`src/rtl/rstcause_pkg.sv`:
```
package rstcause_pkg;

    localparam int FLAG_W = 4;
    localparam int BUS_W  = 8;
    localparam int PAD_W  = BUS_W - FLAG_W;

    typedef enum int {
        IDX_PWR = 0,
        IDX_PIN = 1,
        IDX_BRN = 2,
        IDX_DOG = 3
    } flag_idx_e;

    // Packed so that the power-up event lands at bit 0.
    typedef struct packed {
        logic dog;
        logic brn;
        logic pin;
        logic pwr;
    } evt_vec_t;

    function automatic logic wiped_by_pwr(int idx);
        return idx != IDX_PWR;
    endfunction

    function automatic logic [BUS_W-1:0] to_bus(logic [FLAG_W-1:0] f);
        return {{PAD_W{1'b0}}, f};
    endfunction

endpackage

```
`src/rtl/rstcause_cell.sv`:
```
module rstcause_cell (
    input  logic clk,
    input  logic set_i,
    input  logic clr_i,
    output logic q_o
);
    // No reset term: clearing is driven entirely by clr_i.
    always_ff @(posedge clk) begin
        if (set_i)
            q_o <= 1'b1;
        else if (clr_i)
            q_o <= 1'b0;
    end
endmodule

```
`src/rtl/rstcause_bank.sv`:
```
module rstcause_bank
    import rstcause_pkg::*;
(
    input  logic              clk,
    input  evt_vec_t          evt_i,
    input  logic              wr_en_i,
    input  logic [FLAG_W-1:0] wdata_i,
    output logic [FLAG_W-1:0] flags_o
);
    logic [FLAG_W-1:0] set_v;
    logic [FLAG_W-1:0] clr_v;

    assign set_v = evt_i;

    for (genvar i = 0; i < FLAG_W; i++) begin : g_flag
        if (wiped_by_pwr(i)) begin : g_wipe
            assign clr_v[i] = evt_i.pwr | (wr_en_i & ~wdata_i[i]);
        end else begin : g_keep
            assign clr_v[i] = wr_en_i & ~wdata_i[i];
        end
        rstcause_cell u_cell (
            .clk   (clk),
            .set_i (set_v[i]),
            .clr_i (clr_v[i]),
            .q_o   (flags_o[i])
        );
    end
endmodule

```
`src/rtl/rstcause_rdport.sv`:
```
module rstcause_rdport
    import rstcause_pkg::*;
(
    input  logic              clk,
    input  logic              rst,
    input  logic              rd_en_i,
    input  logic [FLAG_W-1:0] flags_i,
    output logic [BUS_W-1:0]  rdata_o
);
    always_ff @(posedge clk) begin
        if (rst)
            rdata_o <= '0;
        else if (rd_en_i)
            rdata_o <= to_bus(flags_i);
        else
            rdata_o <= '0;
    end
endmodule

```
`src/rtl/rstcause_reg.sv`:
```
module rstcause_reg
    import rstcause_pkg::*;
(
    input  logic              clk,
    input  logic              rst,
    input  logic              pwr_evt,
    input  logic              pin_evt,
    input  logic              brn_evt,
    input  logic              dog_evt,
    input  logic              bus_wr_en,
    input  logic [FLAG_W-1:0] bus_wdata,
    input  logic              bus_rd_en,
    output logic [BUS_W-1:0]  bus_rdata,
    output logic [FLAG_W-1:0] cause_flags
);
    evt_vec_t evt;

    always_comb begin
        evt.pwr = pwr_evt;
        evt.pin = pin_evt;
        evt.brn = brn_evt;
        evt.dog = dog_evt;
    end

    rstcause_bank u_bank (
        .clk     (clk),
        .evt_i   (evt),
        .wr_en_i (bus_wr_en),
        .wdata_i (bus_wdata),
        .flags_o (cause_flags)
    );

    rstcause_rdport u_rd (
        .clk     (clk),
        .rst     (rst),
        .rd_en_i (bus_rd_en),
        .flags_i (cause_flags),
        .rdata_o (bus_rdata)
    );
endmodule

```
`config.mk`:
```
export PLATFORM = sky130hd
export DESIGN_NAME = rstcause_reg
export DESIGN_NICKNAME = d
export VERILOG_FILES = /design/src/rtl/rstcause_pkg.sv /design/src/rtl/rstcause_cell.sv /design/src/rtl/rstcause_bank.sv /design/src/rtl/rstcause_rdport.sv /design/src/rtl/rstcause_reg.sv
export SDC_FILE = /design/constraint.sdc
export NUM_CORES = 1
export LEC_CHECK = 0
export ABC_AREA = 1
export BUFFER_PORTS_ARGS = -buffer_cell sky130_fd_sc_hd__clkbuf_2
export CAP_MARGIN = 10
export CORE_AREA = 2 2 39 41
export DETAILED_ROUTE_END_ITERATION = 7
export DIE_AREA = 0 0 41 43
export PLACE_DENSITY = 0.52
export SYNTH_ARGS = -nofsm -noshare
export SYNTH_HDL_FRONTEND = slang
export SYNTH_HIERARCHICAL = 1
export SYNTH_SLANG_ARGS = --single-unit
```
`constraint.sdc`:
```
create_clock -name clk -period 0.85 [get_ports clk]
set_clock_uncertainty 0.05 [all_clocks]
set_input_delay 0.0425 -clock clk [delete_from_list [all_inputs] [get_ports clk]]
set_output_delay 0.0425 -clock clk [all_outputs]
set_load 0.02 [all_outputs]
```
# Yosys cells after proc, flatten, opt, wreduce, memory -nomap -nowiden
# Index checks and enable logic that the tools add are counted.
# word_totals
register_bits,12
in_bits,12
word_cells,19
# classes
bitwise_logic,12
n_reduce_logical,1
# op_table
operator,count
inverter 1 bit,5
AND 1 bit,4
OR 1 bit,3
OR reduction 2 bit,1

# Longest topological paths before layout
# Gate-level depths: netlist (run 1).
# depth
depth_word,3
mapped_depth,6
ltp_nobuf,6

# Hierarchy
# Netlist (run 1), hierarchy kept.
# modules_own_cells
module,n_inst,cells_per_inst,area_each_um2
rstcause_rdport,1,19,153.9
rstcause_cell,4,5,35.0
rstcause_bank,1,12,47.5

# Worst setup path after synthesis (run 1)
# No wires, ideal clock.
# synth_path
path_type,flip-flop to flip-flop
from,reg u_bank.g_flag[0].u_cell.q_o
to,reg u_rd.rdata_o[0]
setup_ns,0.064
t_arrival_ns,0.572
t_required_ns,0.736
slack_ns,0.164
path_stages_with_launch,3
path_buffers,0
period_less_slack_ns,0.686
path_cell_list,dfxtp_1 -> inv_1 -> nor2_1
# synth_lines
item,line_no,source
start: declaration,rstcause_cell.sv:5,output logic q_o
start signal: assignment,rstcause_cell.sv:10,q_o <= 1'b1;
start signal: assignment,rstcause_cell.sv:12,q_o <= 1'b0;
end signal: assignment,rstcause_rdport.sv:14,rdata_o <= to_bus(flags_i);
end: declaration,rstcause_rdport.sv:8,output logic [BUS_W-1:0] rdata_o
# No word-level cell between the ends.

# Worst setup path after layout (run 1)
# layout_path
from,reg u_bank.g_flag[0].u_cell.q_o
to,out cause_flags[0]
# layout_lines
item,line_no,source
end: declaration,rstcause_reg.sv:14,output logic [FLAG_W-1:0] cause_flags
# No word-level cell between the ends.

==> impl_metrics.py, run 1 <==
metrics = {
    "outcome": {
        "run_status": "completed",
    },
    "clock_tree": {
        "clk_pin_slew_worst_paths_ns": 0.05,
        "clock-sinks": 8,
        "post_cts_buffers": 0,
        "numCtsBuffers": 3,
        "clk_path_buf_depth": 2,
        "cts_tree": "built",
        "cts_root_buf": "clkbuf_4",
        "cts_max_level": 1,
        "clkLatencyLatePin_ns": 0.24,
    },
    "critical_path": {
        "cp.required_ns": 0.76,
        "critPathKind": "register to output port",
        "path_buf_inv": 1,
        "path_cells": "clkbuf_8",
        "crit_arrival_ns": 0.73,
        "worst_path_max_delay_cell": "dfxtp_2",
        "worstSetupStartpointType": "register",
        "endpoint_kind": "output port",
        "cpPeakStageDelay_ns": 0.34,
        "crit_fanout": 3,
        "cpLargestDelayFamily": "flip-flops",
    },
    "sta": {
        "setup_viol": 0,
        "drv_slew": 0,
        "layout_min_cycle_time_ns": 0.818,
        "fin_crit_sh_pct": 96.3,
        "fmaxAchievable_mhz": 1220,
        "tns_ns": 0,
        "rsz0062_at_grt": "false",
        "hold_viol": 0,
    },
    "logic_synthesis": {
        "netlist_instances": 51,
        "ys_seq_area_share_pct": 46.9,
        "ys_types": 8,
        "ys_seq_elements": 8,
        "synth_area_per_cell_sq_um": 6.70,
        "syn-cell-area_sq_um": 342,
        "yosysWarnings": 6,
        "netlist_top_cells_area": "dfxtp_1 47%, inv_1 20%, nand2_1 15%, buf_4 8.8%, nor2_1 4.4%",
        "synth_top_area_cell": "dfxtp_1",
        "synthDominantCellAreaShare_pct": 46.9,
    },
    "drt": {
        "drtIter0Drc": 0,
        "postRouteWirelength_um": 585,
        "wl_per_cell_um": 6.43,
        "dr.pass1.iters": 1,
        "detailroute.via_count": 310,
        "vias_per_cell": 3.41,
        "drc": 0,
        "ant_nets": 0,
    },
    "layout": {
        "multiInputGateArea_sq_um": 95.1,
        "regArea_sq_um": 165,
        "drive_gt1_share_pct": 37.3,
        "syn_to_final_growth_pct": 56.8,
        "fill_cells": 167,
        "antenna_cells": 0,
        "mostFrequentLayoutCells": "17 x inv_1, 14 x clkbuf_2, 14 x nand2_1",
        "final_common_cell": "inv_1",
        "fin_util_pct": 38.7,
        "stdcell_count": 91,
        "layout.nets": 89,
    },
    "grt": {
        "grt_pass1_vias": 277,
        "grt.total_usage_pct": 8.04,
        "grt_max_degree": 5,
        "antenna_found_initial": 0,
        "grt_overflow": 0,
        "grt_pass1_wl_um": 972,
    },
    "floorplan": {
        "initial_utilization_pct": 24.7,
        "die_area_sq_um": 1760,
        "fp.coreArea_sq_um": 1380,
        "ios": 24,
        "die_h_um": 43,
        "die_x_um": 41,
        "core.rowCount": 14,
    },
    "power": {
        "power_density_nw_per_um2": 1620,
        "power.leakage_uw": 0.000353,
        "ir_drop_mv": 0.498,
    },
    "placed_design": {
        "portBuffers": 19,
        "placedCellCount": 85,
        "gp_congestion": 0.623,
        "dp_hpwl_um": 483,
    },
    "worst_hold_path": {
        "hold_path.class": "primary input to register",
    },
    "job": {
        "cap_violations": 0,
    },
}
[through the flow]
| stage | worst slack, ns | hold slack [ns] | power [uW] | cell area (sq um) |
|---|---|---|---|---|
| after floorplan | 0.164 | 0.0843 | 521 | 353 |
| after global placement | 0.249 | 0.174 | 563 | 438 |
| after detailed placement | 0.240 | 0.177 | 565 | 438 |
| after CTS | 0.0172 | 0.0119 | 884 | 541 |
| after global routing | 0.000560 | 0.0310 | 919 | 536 |
| final | 0.0318 | 0.0140 | 867 | 536 |
[power by group]
group          internal, uW  switching [uW]  total, uW
registers               403            14.2        417
clock network           161             113        274
logic                  82.9            93.2        176
[per-layer routing]
metal | GRT usage [%] | part of all wire [%]
met5 | 0 | 0
met2 | 11.3 | 43
met3 | 1.57 | 13
met1 | 10.3 | 44
met4 | 6.00 | 0
[cell type report]
type | instances | share of cell area, %
sequential | 8 | 30.8
timing repair buffer | 22 | 30.8
multi-input combinational | 24 | 17.8
inverter | 18 | 12.6
clock buffer | 3 | 4.21
tap | 16 | 3.74
[logic make-up after synthesis]
logic type,count (synthesis),synth area share [%]
buffers and inverters,22,28.6
AND/OR/NAND/NOR,20,23.4
flip-flops,8,46.9
other,1,1.10
[state kept, by name, indices dropped and copies added, names as in the netlist]
register / cells
u_rd/rdata_o: 4
u_bank/g_flag.u_cell/q_o: 4
[path summary, 6_finish.rpt]
path	start	to	slack, ns	cells past startpoint
min reg2reg	u_bank/g_flag[1].u_cell/q_o$_SDFFE_PP1P_	u_rd/rdata_o[1]$_SDFF_PP0_	0.40	2
min	bus_rd_en	u_rd/rdata_o[2]$_SDFF_PP0_	0.01	3
max	u_bank/g_flag[0].u_cell/q_o$_SDFFE_PP1P_	cause_flags[0]	0.03	1
max reg2reg	u_bank/g_flag[0].u_cell/q_o$_SDFFE_PP1P_	u_bank/g_flag[0].u_cell/q_o$_SDFFE_PP1P_	0.26	2
[cells in the mapped netlist (all sizes together)]
| master | n |
|---|---|
| dfxtp | 8 |
| nor2 | 5 |
| conb | 1 |
| inv | 18 |
| buf | 4 |
| nand2 | 15 |
[what timing repair did]
| action | CTS | global route |
|---|---|---|
| endpoints found under the hold margin | 4 | 0 |
| endpoints found under the setup margin | 4 | 3 |
| resized for setup | 12 | 1 |
| hold buffers | 4 | 0 |
Power figures use the tool's default switching activity.
==> run 2: changes to the inputs <==
==> constraint.sdc (replaced) <==
create_clock -name clk -period 0.9 [get_ports clk]
set_clock_uncertainty 0.05 [all_clocks]
set_input_delay 0.045 -clock clk [delete_from_list [all_inputs] [get_ports clk]]
set_output_delay 0.045 -clock clk [all_outputs]
set_load 0.05 [all_outputs]
==> run 2 against run 1 <==
  * Critical path depth unchanged
  * Clock power fell by 7%
  * Routed wire length rose by 5.1%
  * Non-clock buffer count increased by 1
  * First-iteration DRC count rose by 5
  * Critical path type unchanged
  * Critical endpoint is now bus_rdata[1]
  * Largest power group unchanged
  * Highest routed layer unchanged
==> impl_metrics.py, run 2 (synthesized netlist as in run 1, its figures left out) <==
metrics = {
    "job": {
        "cap_violations": 0,
    },
    "layout": {
        "regArea_sq_um": 165,
        "syn_to_final_growth_pct": 61.2,
        "stdcell_count": 92,
        "fin_util_pct": 39.8,
        "mostFrequentLayoutCells": "17 x inv_1, 14 x nand2_1, 11 x clkbuf_2",
        "layout.nets": 90,
        "drive_gt1_share_pct": 38.2,
        "fill_cells": 158,
        "antenna_cells": 0,
        "multiInputGateArea_sq_um": 95.1,
        "reg.largest.list": "u_bank/g_flag.u_cell/q_o x4, u_rd/rdata_o x4",
        "final_common_cell": "inv_1",
    },
    "grt": {
        "grt_overflow": 0,
        "grt_max_degree": 5,
        "antenna_found_initial": 0,
        "grt_pass1_vias": 273,
        "grt.total_usage_pct": 7.82,
        "grt_pass1_wl_um": 931,
    },
    "clock_tree": {
        "cts_tree": "built",
        "cts_root_buf": "clkbuf_4",
        "cts_max_level": 1,
        "clock-sinks": 8,
        "clkLatencyLatePin_ns": 0.24,
        "numCtsBuffers": 3,
        "clk_pin_slew_worst_paths_ns": 0.05,
        "post_cts_buffers": 0,
        "clk_path_buf_depth": 2,
    },
    "floorplan": {
        "initial_utilization_pct": 24.7,
        "ios": 24,
        "die_area_sq_um": 1760,
        "core.rowCount": 14,
        "fp.coreArea_sq_um": 1380,
        "die_h_um": 43,
        "die_x_um": 41,
    },
    "drt": {
        "drc": 0,
        "wl_per_cell_um": 6.68,
        "drtIter0Drc": 5,
        "detailroute.via_count": 310,
        "vias_per_cell": 3.37,
        "postRouteWirelength_um": 615,
        "ant_nets": 0,
        "dr.pass1.iters": 4,
    },
    "placed_design": {
        "dp_hpwl_um": 490,
        "placedCellCount": 85,
        "gp_congestion": 0.610,
        "portBuffers": 19,
    },
    "critical_path": {
        "worstSetupStartpointType": "register",
        "endpoint_kind": "output port",
        "path_cells": "clkbuf_4",
        "path_buf_inv": 1,
        "critPathKind": "register to output port",
        "crit_arrival_ns": 0.77,
        "crit_fanout": 1,
        "cpLargestDelayFamily": "flip-flops",
        "cp.required_ns": 0.81,
        "cpPeakStageDelay_ns": 0.31,
        "worst_path_max_delay_cell": "dfxtp_1",
    },
    "outcome": {
        "run_status": "completed",
    },
    "sta": {
        "fmaxAchievable_mhz": 1150,
        "setup_viol": 0,
        "hold_viol": 0,
        "rsz0062_at_grt": "false",
        "tns_ns": 0,
        "drv_slew": 0,
        "layout_min_cycle_time_ns": 0.866,
        "fin_crit_sh_pct": 96.2,
    },
    "power": {
        "ir_drop_mv": 0.487,
        "power.leakage_uw": 0.000359,
        "power_density_nw_per_um2": 1630,
    },
    "worst_hold_path": {
        "hold_path.class": "primary input to register",
    },
}
==> run 2: cell types whose count changed in the layout (fill, tap and decap cells not counted), sizes merged <==
cell and delta:
buf +1
==> run 2: where the power goes <==
group | leakage [uW] | internal, uW | switching (uW) | total (uW)
Sequential | 0.0000660 | 381 | 14.0 | 395
Combinational | 0.000279 | 85.4 | 161 | 247
Clock | 0.0000138 | 151 | 105 | 256
Total | 0.000359 | 618 | 280 | 898
==> run 2: what timing repair did <==
item,in CTS,in global routing
gates resized for setup,12,2
hold buffers,4,0
hold endpoints to repair,4,0
pin swaps,0,0
endpoints found under the setup margin,8,3
cloned,0,0
==> run 2: metrics by stage <==
stage / total power [uW] / hold WS (ns) / area (sq um) / setup slack (ns)
global route: 948 / 0.0268 / 551 / 0.00252
detailed placement: 609 / 0.175 / 443 / 0.214
global placement: 608 / 0.175 / 443 / 0.216
finish: 898 / 0.0168 / 551 / 0.0341
floorplan: 569 / 0.0867 / 358 / 0.163
CTS: 911 / 0.0132 / 551 / 0.0239
==> run 2: path summary, 6_finish.rpt <==
| kind | start | end | slack (ns) | cells past startpoint |
|---|---|---|---|---|
| worst max-delay path | u_rd/rdata_o[1]$_SDFF_PP0_ | bus_rdata[1] | 0.03 | 1 |
| worst min-delay path | bus_wdata[0] | u_bank/g_flag[0].u_cell/q_o$_SDFFE_PP1P_ | 0.02 | 5 |
| worst max register to register | u_bank/g_flag[3].u_cell/q_o$_SDFFE_PP1P_ | u_bank/g_flag[3].u_cell/q_o$_SDFFE_PP1P_ | 0.32 | 2 |
| worst min register to register | u_bank/g_flag[0].u_cell/q_o$_SDFFE_PP1P_ | u_rd/rdata_o[0]$_SDFF_PP0_ | 0.39 | 2 |
==> run 2: per-layer routing <==
layer / GRT usage [%] / up-vias / part of all wire [%]
met3: 1.57 / 0 / 11
li1: - / 177 / -
met1: 8.97 / 118 / 43
met5: 0 / - / 0
met4: 8.00 / 0 / 0
met2: 10.9 / 15 / 46
==> run 2: layout make-up <==
class                           instances  share of cell area, %
Tap cell                               16                   3.64
Timing Repair Buffer                   23                   32.7
Sequential cell                         8                   30.0
Clock buffer                            3                   4.09
Inverter                               18                   12.3
Multi-Input combinational cell         24                   17.3
==> run 3: changes to the inputs <==
--- a/config.mk
+++ b/config.mk
@@ -5,13 +5,12 @@
 export SDC_FILE = /design/constraint.sdc
 export NUM_CORES = 1
 export LEC_CHECK = 0
-export ABC_AREA = 1
 export BUFFER_PORTS_ARGS = -buffer_cell sky130_fd_sc_hd__clkbuf_2
 export CAP_MARGIN = 10
 export CORE_AREA = 2 2 39 41
 export DETAILED_ROUTE_END_ITERATION = 7
 export DIE_AREA = 0 0 41 43
-export PLACE_DENSITY = 0.52
+export PLACE_DENSITY = 0.5
 export SYNTH_ARGS = -nofsm -noshare
 export SYNTH_HDL_FRONTEND = slang
 export SYNTH_HIERARCHICAL = 1
==> run 3 against run 2 <==
  * Total power is 0.63% lower
  * Largest power group unchanged
  * Worst setup slack improved by 0.0040 ns
  * Hold slack barely moved
  * Critical endpoint unchanged
  * Register-to-register slack worse by 0.07 ns
==> impl_metrics.py, run 3 <==
metrics = {
    "sta": {
        "layout_min_cycle_time_ns": 0.862,
        "tns_ns": 0,
        "hold_viol": 0,
        "fin_crit_sh_pct": 95.8,
        "drv_slew": 0,
        "fmaxAchievable_mhz": 1160,
        "setup_viol": 0,
        "fin_ws_ns": 0.0381,
        "rsz0062_at_grt": "false",
        "whs_ns": 0.0173,
    },
    "power": {
        "power_density_nw_per_um2": 1690,
        "sw_frac_of_total_pct": 30.1,
        "ir_drop_mv": 0.616,
        "total_power_uw": 893,
        "power_frac_comb_pct": 26.9,
        "seqPwrFrac_pct": 44.2,
        "internal-power_uw": 624,
        "power.leakage_uw": 0.000313,
        "clkPwrFrac_pct": 28.8,
        "p_switching_uw": 268,
    },
    "critical_path": {
        "path_cells": "clkbuf_4",
        "critPathKind": "register to output port",
        "crit_fanout": 1,
        "cp.required_ns": 0.81,
        "worst_path_max_delay_cell": "dfxtp_1",
        "path_buf_inv": 1,
        "cpLargestDelayFamily": "flip-flops",
        "endpoint_kind": "output port",
        "crit_cells": 1,
        "cpPeakStageDelay_ns": 0.30,
        "crit_arrival_ns": 0.77,
        "regToRegSetupSlack_ns": 0.25,
        "worst_r2r_endpoint": "u_rd/rdata_o[2]$_SDFF_PP0_",
        "r2r-start": "u_bank/g_flag[2].u_cell/q_o$_SDFFE_PP1P_",
        "rr_worst_depth": 1,
        "crit_start": "u_rd/rdata_o[1]$_SDFF_PP0_",
        "crit_path_end": "bus_rdata[1]",
        "worstSetupStartpointType": "register",
    },
    "layout": {
        "syn_to_final_growth_pct": 66.4,
        "drive_gt1_share_pct": 47.4,
        "layout.nets": 71,
        "reg.largest.list": "u_bank/g_flag.u_cell/q_o x4, u_rd/rdata_o x4",
        "final_common_cell": "clkbuf_2",
        "mostFrequentLayoutCells": "11 x clkbuf_2, 7 x clkbuf_4, 7 x inv_1, 7 x a21o_1",
        "antenna_cells": 0,
    },
    "drt": {
        "postRouteWirelength_um": 574,
        "ant_nets": 0,
        "detailroute.via_count": 273,
        "drtIter0Drc": 1,
        "dr.pass1.iters": 4,
        "vias_per_cell": 3.74,
        "drc": 0,
        "wl_per_cell_um": 7.86,
    },
    "worst_hold_path": {
        "hp-start": "bus_rd_en",
        "hold_path.class": "primary input to register",
        "hold_depth": 2,
    },
    "logic_synthesis": {
        "ys_types": 7,
        "synthDominantCellAreaShare_pct": 50.6,
        "netlist_top_cells_area": "dfxtp_1 51%, a21o_1 17%, and3b_1 11%, buf_4 9.5%, inv_1 8.3%",
        "ys_seq_area_share_pct": 50.6,
        "synthTopCellsByCount": "8 x dfxtp_1, 7 x a21o_1, 7 x inv_1, 4 x and3b_1, 4 x buf_4",
        "synth_area_per_cell_sq_um": 9.89,
        "ys_seq_elements": 8,
        "synth_top_area_cell": "dfxtp_1",
        "yosysMostFrequentCell": "dfxtp_1",
        "syn-cell-area_sq_um": 317,
        "yosysWarnings": 6,
        "netlist_instances": 32,
        "synth_flop_cell": "dfxtp_1",
        "synth-edff-count": 0,
        "synth_async_sr_flop_share_pct": 0,
    },
    "placed_design": {
        "place_worst_setup_slack_ns": 0.214,
        "portBuffers": 19,
        "dp_hpwl_um": 465,
        "gp_congestion": 0.678,
    },
    "grt": {
        "grt.total_usage_pct": 8.48,
        "grt_pass1_vias": 280,
        "grt_overflow": 0,
        "antenna_found_initial": 0,
        "grt_max_degree": 5,
        "grt_pass1_wl_um": 938,
    },
    "clock_tree": {
        "cts_root_buf": "clkbuf_4",
        "clk_path_buf_depth": 2,
        "clkLatencyLatePin_ns": 0.25,
        "numCtsBuffers": 3,
        "post_cts_buffers": 0,
        "cts_tree": "built",
        "cts_max_level": 1,
        "clk_pin_slew_worst_paths_ns": 0.05,
        "clock-sinks": 8,
    },
    "floorplan": {
        "die_area_sq_um": 1760,
        "initial_utilization_pct": 22.9,
        "ios": 24,
        "fp.coreArea_sq_um": 1380,
        "die_h_um": 43,
        "die_x_um": 41,
        "core.rowCount": 14,
    },
    "job": {
        "cap_violations": 0,
    },
    "outcome": {
        "run_status": "completed",
    },
}
run 3: per-stage QoR:
stage | utilization [%] | instance area, sq um | std cells
final | 38.1 | 527 | 73
after global routing | 38.1 | 527 | 73
after CTS | 38.0 | 526 | 73
after detailed placement | 30.2 | 418 | 66
after global placement | 30.2 | 418 | 66
after floorplan | - | 333 | 35
run 3: routing by layer:
| metal | vias up | GRT usage, % | share of wire (%) |
|---|---|---|---|
| li1 | 142 | - | - |
| met1 | 123 | 7.19 | 39 |
| met2 | 8 | 12.8 | 57 |
| met3 | 0 | 4.71 | 4.2 |
| met4 | 0 | 8.00 | 0 |
| met5 | - | 0 | 0 |
run 3: worst min-delay path by stage:
stage                                                to  slack (ns)
6_report                     u_rd/rdata_o[2]$_SDFF_PP0_        0.02
2_1_floorplan  u_bank/g_flag[0].u_cell/q_o$_SDFFE_PP1P_        0.08
4_1_cts                      u_rd/rdata_o[2]$_SDFF_PP0_       0.009
3_3_place_gp   u_bank/g_flag[3].u_cell/q_o$_SDFFE_PP1P_        0.17
3_5_place_dp   u_bank/g_flag[3].u_cell/q_o$_SDFFE_PP1P_        0.17
5_1_grt                      u_rd/rdata_o[3]$_SDFF_PP0_        0.02
run 3: cell type report:
type	count	area, sq um
Fill cell	143	857
Multi-Input combinational cell	16	111
Clock buffer	3	22.5
Sequential cell	8	165
Timing Repair Buffer	23	181
Inverter	7	26.3
Tap cell	16	20.0
run 3: logic make-up (layout without fill, tap and decap cells):
kind of cell	count (synthesis)	count (layout)	share of synthesized area (%)
AOI/OAI and AO/OA	7	7	16.6
other	1	4	1.18
buffers and inverters	11	33	17.8
and+or+nand+nor	5	5	13.8
DFF	8	8	50.6
run 3: timing repair:
item / 4_1_cts / 5_1_grt
endpoints found under the hold margin: 4 / 0
hold buffers: 4 / 0
gates resized for setup: 12 / 1
cloned: 0 / 0
endpoints found under the setup margin: 8 / 1
run 3: power by group through the flow:
stage          clock (uW)  sequential, uW  combinational (uW)
4_1_cts               279             394                 242
3_3_place_gp            0             398                 203
2_1_floorplan           0             478                81.9
5_1_grt               293             397                 255
3_5_place_dp            0             399                 203
6_report              257             395                 240
